--- config.mk ---
export PLATFORM = sky130hd
export DESIGN_NAME = ind_reg_seq
export DESIGN_NICKNAME = d
export VERILOG_FILES = /design/src/rtl/ind_reg_seq_pkg.sv /design/src/rtl/ind_reg_seq_ctrl.sv /design/src/rtl/ind_reg_seq_dp.sv /design/src/rtl/ind_reg_seq.sv
export SDC_FILE = /design/constraint.sdc
export NUM_CORES = 1
export LEC_CHECK = 0
export BUFFER_PORTS_ARGS = -buffer_cell sky130_fd_sc_hd__buf_2
export CAP_MARGIN = 20
export CORE_MARGIN = 10
export CORE_UTILIZATION = 40
export CTS_BUF_LIST = sky130_fd_sc_hd__clkbuf_4 sky130_fd_sc_hd__clkbuf_8
export CTS_CLUSTER_DIAMETER = 60
export DETAILED_ROUTE_END_ITERATION = 8
export HOLD_SLACK_MARGIN = 0.05
export PLACE_DENSITY = 0.78
export SLEW_MARGIN = 25
export SYNTH_ARGS = -nofsm -noshare
export SYNTH_HDL_FRONTEND = slang
export SYNTH_SLANG_ARGS = --single-unit
--- constraint.sdc ---
create_clock -name clk -period 6.45 [get_ports clk]
set_clock_uncertainty 0.1 [all_clocks]
set_input_delay 0.9675 -clock clk [delete_from_list [all_inputs] [get_ports clk]]
set_output_delay 0.9675 -clock clk [all_outputs]
set_load 0.02 [all_outputs]
--- src/rtl/ind_reg_seq_pkg.sv ---
package ind_reg_seq_pkg;

  localparam logic [2:0] OP_READ    = 3'd0;
  localparam logic [2:0] OP_WRITE   = 3'd1;
  localparam logic [2:0] OP_MASK    = 3'd2;
  localparam logic [2:0] OP_SET     = 3'd3;
  localparam logic [2:0] OP_MASKSET = 3'd4;
  localparam logic [2:0] OP_COPY    = 3'd5;

  typedef enum logic [2:0] {
    ACC_NONE,
    ACC_FLUSH,
    ACC_SEL_RD,
    ACC_DATA_RD,
    ACC_SEL_WR,
    ACC_DATA_WR
  } accSel_e;

  typedef struct packed {
    logic    capture;
    logic    loadRead;
    accSel_e acc;
  } seqStrobe_t;

endpackage

--- src/rtl/ind_reg_seq_ctrl.sv ---
module ind_reg_seq_ctrl
  import ind_reg_seq_pkg::*;
#(
  parameter int MAX_RUN = 64
) (
  input  logic       clk,
  input  logic       rstN,
  input  logic       cmdReq,
  input  logic [2:0] cmdOp,
  input  logic       flushEn,
  input  logic       busAck,
  output seqStrobe_t strobe,
  output logic       busReq,
  output logic       cmdAck
);

  localparam int CNT_W = $clog2(MAX_RUN + 1);
  localparam logic [CNT_W-1:0] RUN_LIMIT = CNT_W'(MAX_RUN);

  typedef enum logic [2:0] {
    S_IDLE, S_FLUSH, S_RSEL, S_RDATA, S_WSEL, S_WDATA, S_RESP
  } state_e;

  state_e state, stateNext;
  logic [CNT_W-1:0] runCnt;
  logic hasWriteQ;

  logic idleTake, takeWrite, enterRead, enterWrite, doFlush;
  state_e writeFirst;

  assign idleTake   = (state == S_IDLE) && cmdReq;
  assign takeWrite  = idleTake && (cmdOp == OP_WRITE);
  assign enterRead  = idleTake && (cmdOp != OP_WRITE);
  assign enterWrite = takeWrite || ((state == S_RDATA) && busAck && hasWriteQ);
  assign doFlush    = enterWrite && flushEn && (runCnt == RUN_LIMIT);
  assign writeFirst = doFlush ? S_FLUSH : S_WSEL;

  always_comb begin
    stateNext = state;
    unique case (state)
      S_IDLE:  if (idleTake) stateNext = takeWrite ? writeFirst : S_RSEL;
      S_FLUSH: if (busAck) stateNext = S_WSEL;
      S_RSEL:  if (busAck) stateNext = S_RDATA;
      S_RDATA: if (busAck) stateNext = hasWriteQ ? writeFirst : S_RESP;
      S_WSEL:  if (busAck) stateNext = S_WDATA;
      S_WDATA: if (busAck) stateNext = S_RESP;
      S_RESP:  stateNext = S_IDLE;
      default: stateNext = S_IDLE;
    endcase
  end

  always_ff @(posedge clk or negedge rstN) begin
    if (!rstN) begin
      state     <= S_IDLE;
      hasWriteQ <= 1'b0;
      runCnt    <= '0;
    end else begin
      state <= stateNext;
      if (idleTake)
        hasWriteQ <= (cmdOp == OP_MASK) || (cmdOp == OP_SET) ||
                     (cmdOp == OP_MASKSET) || (cmdOp == OP_COPY);
      if (enterRead)
        runCnt <= '0;
      else if (enterWrite && flushEn) begin
        if (doFlush)
          runCnt <= CNT_W'(1);
        else if (runCnt != RUN_LIMIT)
          runCnt <= runCnt + CNT_W'(1);
      end
    end
  end

  always_comb begin
    strobe.capture  = idleTake;
    strobe.loadRead = (state == S_RDATA) && busAck;
    unique case (state)
      S_FLUSH: strobe.acc = ACC_FLUSH;
      S_RSEL:  strobe.acc = ACC_SEL_RD;
      S_RDATA: strobe.acc = ACC_DATA_RD;
      S_WSEL:  strobe.acc = ACC_SEL_WR;
      S_WDATA: strobe.acc = ACC_DATA_WR;
      default: strobe.acc = ACC_NONE;
    endcase
  end

  assign busReq = (state != S_IDLE) && (state != S_RESP);
  assign cmdAck = (state == S_RESP);

  // Run count stays within its limit.
  assert_cnt_bound_R4: assert property (@(posedge clk) disable iff (!rstN)
    runCnt <= RUN_LIMIT);

  // A completed flush read leaves the count at one.
  assert_flush_reload_R4: assert property (@(posedge clk) disable iff (!rstN)
    (state == S_FLUSH && busAck) |=> (runCnt == CNT_W'(1)));

  // Flush phase only starts when flushing was enabled.
  assert_flush_enabled_R5: assert property (@(posedge clk) disable iff (!rstN)
    $rose(state == S_FLUSH) |-> $past(flushEn));

  // The selector write of a read always sees a cleared count.
  assert_read_clears_R3: assert property (@(posedge clk) disable iff (!rstN)
    (state == S_RSEL) |-> (runCnt == '0));

  // Completion is a single-cycle pulse.
  assert_ack_pulse_R8: assert property (@(posedge clk) disable iff (!rstN)
    cmdAck |=> !cmdAck);

  // A pending access is not withdrawn.
  assert_req_hold_R9: assert property (@(posedge clk) disable iff (!rstN)
    (busReq && !busAck) |=> busReq);

endmodule

--- src/rtl/ind_reg_seq_dp.sv ---
module ind_reg_seq_dp
  import ind_reg_seq_pkg::*;
#(
  parameter int               REG_W      = 16,
  parameter int               ADDR_W     = 12,
  parameter logic [ADDR_W-1:0] CTRL_ADDR  = 12'h3FC,
  parameter logic [ADDR_W-1:0] DATA_ADDR  = 12'h3FE,
  parameter logic [ADDR_W-1:0] FLUSH_ADDR = 12'h120,
  parameter bit               FLUSH_WIDE = 1'b0
) (
  input  logic                 clk,
  input  logic                 rstN,
  input  seqStrobe_t           strobe,
  input  logic [2:0]           cmdOp,
  input  logic [REG_W-1:0]     cmdReg,
  input  logic [REG_W-1:0]     cmdSrc,
  input  logic [REG_W-1:0]     cmdMask,
  input  logic [REG_W-1:0]     cmdData,
  input  logic [2*REG_W-1:0]   busRdata,
  input  logic                 busReq,
  input  logic                 busAck,
  output logic [ADDR_W-1:0]    busAddr,
  output logic                 busWe,
  output logic                 busSize,
  output logic [2*REG_W-1:0]   busWdata,
  output logic [REG_W-1:0]     rdData
);

  localparam int BUS_W = 2 * REG_W;
  localparam logic [REG_W-1:0] ALL_ONES = '1;

  logic [REG_W-1:0] dstRegQ, srcRegQ, maskQ, setQ, rdQ, wrVal;
  logic [REG_W-1:0] maskIn, setIn;
  logic             flushSize;
  logic             unusedRdHi;

  generate
    if (FLUSH_WIDE) begin : g_flushWide
      assign flushSize = 1'b1;
    end else begin : g_flushNarrow
      assign flushSize = 1'b0;
    end
  endgenerate

  always_comb begin
    unique case (cmdOp)
      OP_WRITE:   begin maskIn = '0;       setIn = cmdData; end
      OP_MASK:    begin maskIn = cmdMask;  setIn = '0;      end
      OP_SET:     begin maskIn = ALL_ONES; setIn = cmdData; end
      OP_MASKSET: begin maskIn = cmdMask;  setIn = cmdData; end
      default:    begin maskIn = ALL_ONES; setIn = '0;      end
    endcase
  end

  always_ff @(posedge clk or negedge rstN) begin
    if (!rstN) begin
      dstRegQ <= '0;
      srcRegQ <= '0;
      maskQ   <= '0;
      setQ    <= '0;
      rdQ     <= '0;
    end else begin
      if (strobe.capture) begin
        dstRegQ <= cmdReg;
        srcRegQ <= (cmdOp == OP_COPY) ? cmdSrc : cmdReg;
        maskQ   <= maskIn;
        setQ    <= setIn;
      end
      if (strobe.loadRead)
        rdQ <= busRdata[REG_W-1:0];
    end
  end

  assign unusedRdHi = ^busRdata[BUS_W-1:REG_W];
  assign wrVal  = (rdQ & maskQ) | setQ;
  assign rdData = rdQ;

  always_comb begin
    busAddr  = '0;
    busWe    = 1'b0;
    busSize  = 1'b0;
    busWdata = '0;
    unique case (strobe.acc)
      ACC_FLUSH: begin
        busAddr = FLUSH_ADDR;
        busSize = flushSize;
      end
      ACC_SEL_RD: begin
        busAddr  = CTRL_ADDR;
        busWe    = 1'b1;
        busWdata = BUS_W'(srcRegQ);
      end
      ACC_DATA_RD: busAddr = DATA_ADDR;
      ACC_SEL_WR: begin
        busAddr  = CTRL_ADDR;
        busWe    = 1'b1;
        busWdata = BUS_W'(dstRegQ);
      end
      ACC_DATA_WR: begin
        busAddr  = DATA_ADDR;
        busWe    = 1'b1;
        busWdata = BUS_W'(wrVal);
      end
      default: ;
    endcase
  end

  // Access fields do not move while the slave has not answered.
  assert_bus_stable_R9: assert property (@(posedge clk) disable iff (!rstN)
    (busReq && !busAck) |=> ($stable(busAddr) && $stable(busWe) &&
                             $stable(busSize) && $stable(busWdata)));

  // Only the flush location may be accessed at full width.
  assert_narrow_R9: assert property (@(posedge clk) disable iff (!rstN)
    (busReq && busSize) |-> (busAddr == FLUSH_ADDR && !busWe));

endmodule

--- src/rtl/ind_reg_seq.sv ---
module ind_reg_seq
  import ind_reg_seq_pkg::*;
#(
  parameter int               REG_W      = 16,
  parameter int               ADDR_W     = 12,
  parameter logic [ADDR_W-1:0] CTRL_ADDR  = 12'h3FC,
  parameter logic [ADDR_W-1:0] DATA_ADDR  = 12'h3FE,
  parameter logic [ADDR_W-1:0] FLUSH_ADDR = 12'h120,
  parameter bit               FLUSH_WIDE = 1'b0,
  parameter int               MAX_RUN    = 64
) (
  input  logic                 clk,
  input  logic                 rstN,
  input  logic                 flushEn,
  input  logic                 cmdReq,
  input  logic [2:0]           cmdOp,
  input  logic [REG_W-1:0]     cmdReg,
  input  logic [REG_W-1:0]     cmdSrc,
  input  logic [REG_W-1:0]     cmdMask,
  input  logic [REG_W-1:0]     cmdData,
  output logic                 cmdAck,
  output logic [REG_W-1:0]     rdData,
  output logic                 busReq,
  output logic                 busWe,
  output logic                 busSize,
  output logic [ADDR_W-1:0]    busAddr,
  output logic [2*REG_W-1:0]   busWdata,
  input  logic                 busAck,
  input  logic [2*REG_W-1:0]   busRdata
);

  seqStrobe_t strobe;

  ind_reg_seq_ctrl #(
    .MAX_RUN(MAX_RUN)
  ) u_ctrl (
    .clk     (clk),
    .rstN    (rstN),
    .cmdReq  (cmdReq),
    .cmdOp   (cmdOp),
    .flushEn (flushEn),
    .busAck  (busAck),
    .strobe  (strobe),
    .busReq  (busReq),
    .cmdAck  (cmdAck)
  );

  ind_reg_seq_dp #(
    .REG_W      (REG_W),
    .ADDR_W     (ADDR_W),
    .CTRL_ADDR  (CTRL_ADDR),
    .DATA_ADDR  (DATA_ADDR),
    .FLUSH_ADDR (FLUSH_ADDR),
    .FLUSH_WIDE (FLUSH_WIDE)
  ) u_dp (
    .clk      (clk),
    .rstN     (rstN),
    .strobe   (strobe),
    .cmdOp    (cmdOp),
    .cmdReg   (cmdReg),
    .cmdSrc   (cmdSrc),
    .cmdMask  (cmdMask),
    .cmdData  (cmdData),
    .busRdata (busRdata),
    .busReq   (busReq),
    .busAck   (busAck),
    .busAddr  (busAddr),
    .busWe    (busWe),
    .busSize  (busSize),
    .busWdata (busWdata),
    .rdData   (rdData)
  );

endmodule

==> results.ini <==
[layout]
layout-area-overhead-vs-synth_pct=17.36
insertedDiodeCount=0
fraction_of_layout_instances_using_a_drive_strength_above_1=0.2543
most_used_cells_in_the_layout_excluding_fill_and_tap_cells=sky130_fd_sc_hd__nand2_1, sky130_fd_sc_hd__buf_2, sky130_fd_sc_hd__dfrtp_1, sky130_fd_sc_hd__o21ai_0, sky130_fd_sc_hd__a21oi_1
fillers=1085
fin_nets=746
mostFrequentLayoutCell=sky130_fd_sc_hd__nand2_1
instances_no_fill=784

[die]
die_width_um=128.3
fp.coreArea_mm2=0.01147
initial_utilization=0.4093
die_height_um=128.3
ioPinCount=168
placement_rows=39
floorplan.die_area_mm2=0.01647

[cts]
clk_pin_slew_ps=90
cts-resized-gates=0
clock_latency_on_the_worst_skew_pair_ps=370
clock-sinks=91
cts_buffers=9
cts_hold_repair.buffers=0
htree_levels=3
tritoncts=yes
post-cts-setup-buffer-count=0
cts_root_buf=sky130_fd_sc_hd__clkbuf_8
number_of_buffers_between_clock_root_and_the_deepest_sink=2

[synthesis]
dominantRegCellSynth=sky130_fd_sc_hd__dfrtp_1
postSynth.asyncResetShare=1.000
synthesis.area_per_instance_um2=8.872
synth.distinct_cells=54
synth_enable_flop_cells=0
synth-seq-area-share=0.4852
synth_warn=0
synth_area_mm2=0.004693
post_synth_inst_count=529
cell_type_with_the_highest_aggregate_area_in_the_netlist=sky130_fd_sc_hd__dfrtp_1
synth_largest_type_area_fraction=0.4852
synth_seq_cells=91
synth_area_leaders=sky130_fd_sc_hd__dfrtp_1, sky130_fd_sc_hd__nand2_1, sky130_fd_sc_hd__buf_4

[setup_path]
worstPathArrival_ps=3250
cp_max_fo=17
startpoint_type=flip-flop
worst_setup_path_end_kind=output pin
critPathKind=reg -> out
worst_ep_required_time_ps=5380

[power]
cellPowerDensity_mw_per_mm2=454.0
ir_drop_uv=219.4
total_leakage_power_nw=2.890

[global_routing]
global_route.overflow_total=0
grt_first_pass_wirelength_um=21770
initial_antenna_violation_count=0
grt_max_degree=101
first_global_vias=4264
grtUsageTotal=0.1654

[placement]
place_inst=768
gp_congestion=0.8078
place_hpwl_um=10030
place.port_buffers=131

[drt]
routed_wire_length_per_instance_um=17.48
avgViaCountPerCell=5.237
drt_iter0_drc=274
route.detailed.drc=0
drt_pass1_iterations=5
route.antenna.remaining_nets=0
dr_vias=4106
detail_route.wirelength_um=13700

[timing]
setup-violations-final=0
rsz0062_at_grt=no
final.period_utilization=0.6690
maxSlewViolCount=0
final.setup.tns_ps=0
worst-slew-pin-transition_ps=1011
timing.final.crit_period_ps=4315
relSlewSlack=0.3257
maxClockFrequency_mhz=231.7
timing_hold_violations_final=0

[status]
status=finished, final reports clean

[job]
cap_violations=0

[min_path]
hold_path_class=reg -> reg

[cells in the mapped netlist, drive strengths merged (2+ instances only)]
cell type and n:
inv 20, a22o 18, a21oi 29, nand3 3
dfrtp 91, o221ai 12, nand2 147, nor4bb 3
a211o 2, nor2 13, nand2b 2, nor3 7
and2 5, buf 35, or2 7, o21ai 49
nand3b 3, nor4b 2, mux2i 16, clkbuf 22
ha 6, a22oi 3, a221oi 2, nor2b 8
a221o 3
[final cells by class]
| class | count | area (um2) | share of cell area |
|---|---|---|---|
| Inverter | 20 | 75.07 | 0.01363 |
| Tap cell | 143 | 178.9 | 0.03249 |
| Clock inverter | 6 | 46.29 | 0.008405 |
| Clock buffer | 10 | 137.6 | 0.02499 |
| Timing Repair Buffer | 134 | 680.7 | 0.1236 |
| Multi-Input combinational cell | 380 | 2112 | 0.3835 |
| Sequential cell | 91 | 2277 | 0.4134 |
[cell families (layout without fill, tap and decap cells)]
family / count (synthesis) / count (layout) / synth area share
AO/OA/AOI/OAI: 128 / 128 / 0.1781
XOR/XNOR: 2 / 2 / 0.003733
adder cells (fa/ha/maj): 6 / 6 / 0.01600
buffers and inverters: 77 / 170 / 0.08398
flip-flops: 91 / 91 / 0.4852
multiplexers: 16 / 16 / 0.03412
other: 1 / 20 / 0.0007990
AND/OR/NAND/NOR: 208 / 208 / 0.1981
[stage by stage]
step	power, mW	worst slack [ps]	hold WS (ps)	util	instance area (um2)
floorplan	1.803	3174	342.2	-	4765
global placement	2.098	2667	357.3	0.4643	5324
detailed placement	2.155	2581	363.8	0.4643	5324
CTS	2.527	2138	387.1	0.4803	5508
global route	2.702	1915	409.4	0.4803	5508
finish	2.501	2135	382.2	0.4803	5508
[worst max-delay path: stages, from the launching register on]
cell	delay [ps]
sky130_fd_sc_hd__dfrtp_1	690
sky130_fd_sc_hd__inv_1	200
sky130_fd_sc_hd__ha_1	360
sky130_fd_sc_hd__a21oi_1	210
sky130_fd_sc_hd__o2111ai_2	540
sky130_fd_sc_hd__or2_2	520
sky130_fd_sc_hd__a21oi_1	160
sky130_fd_sc_hd__buf_2	190
[power breakdown]
group          internal [mW]  switching, mW  total, mW
combinational          0.397          0.724       1.12
clock                  0.153          0.217      0.370
sequential             0.822          0.188       1.01
total                   1.37           1.13       2.50
[layer usage]
metal | routed length (um) | up-vias | track usage
li1 | - | 1972 | -
met1 | 5664 | 1972 | 0.1920
met5 | 0 | - | 0
met2 | 6619 | 144 | 0.2737
met4 | 360 | 0 | 0.08212
met3 | 1059 | 18 | 0.04756
[path summary, 6_finish.rpt]
check / from / end / slack, ps / depth (start not counted)
worst min register to register: u_dp.dstRegQ[5] / u_dp.dstRegQ[5] / 380 / 2
worst max-delay path: u_ctrl.state[1] / busWdata[9] / 2130 / 7
max in group asynchronous: rstN / u_dp.maskQ[5] / 4720 / 2
worst min-delay path: u_dp.dstRegQ[5] / u_dp.dstRegQ[5] / 380 / 2
worst max register to register: u_ctrl.state[0] / u_dp.setQ[5] / 3580 / 3
min in group asynchronous: rstN / u_dp.rdData[11] / 440 / 1
[sequential cells by signal, summed over array words and instances, names as in the netlist]
register	flops
u_ctrl.hasWriteQ	1
u_ctrl.runCnt	7
u_ctrl.state	3
u_dp.dstRegQ	16
u_dp.maskQ	16
u_dp.rdData	16
u_dp.setQ	16
u_dp.srcRegQ	16
No activity file was read; power rests on OpenSTA's default activity.
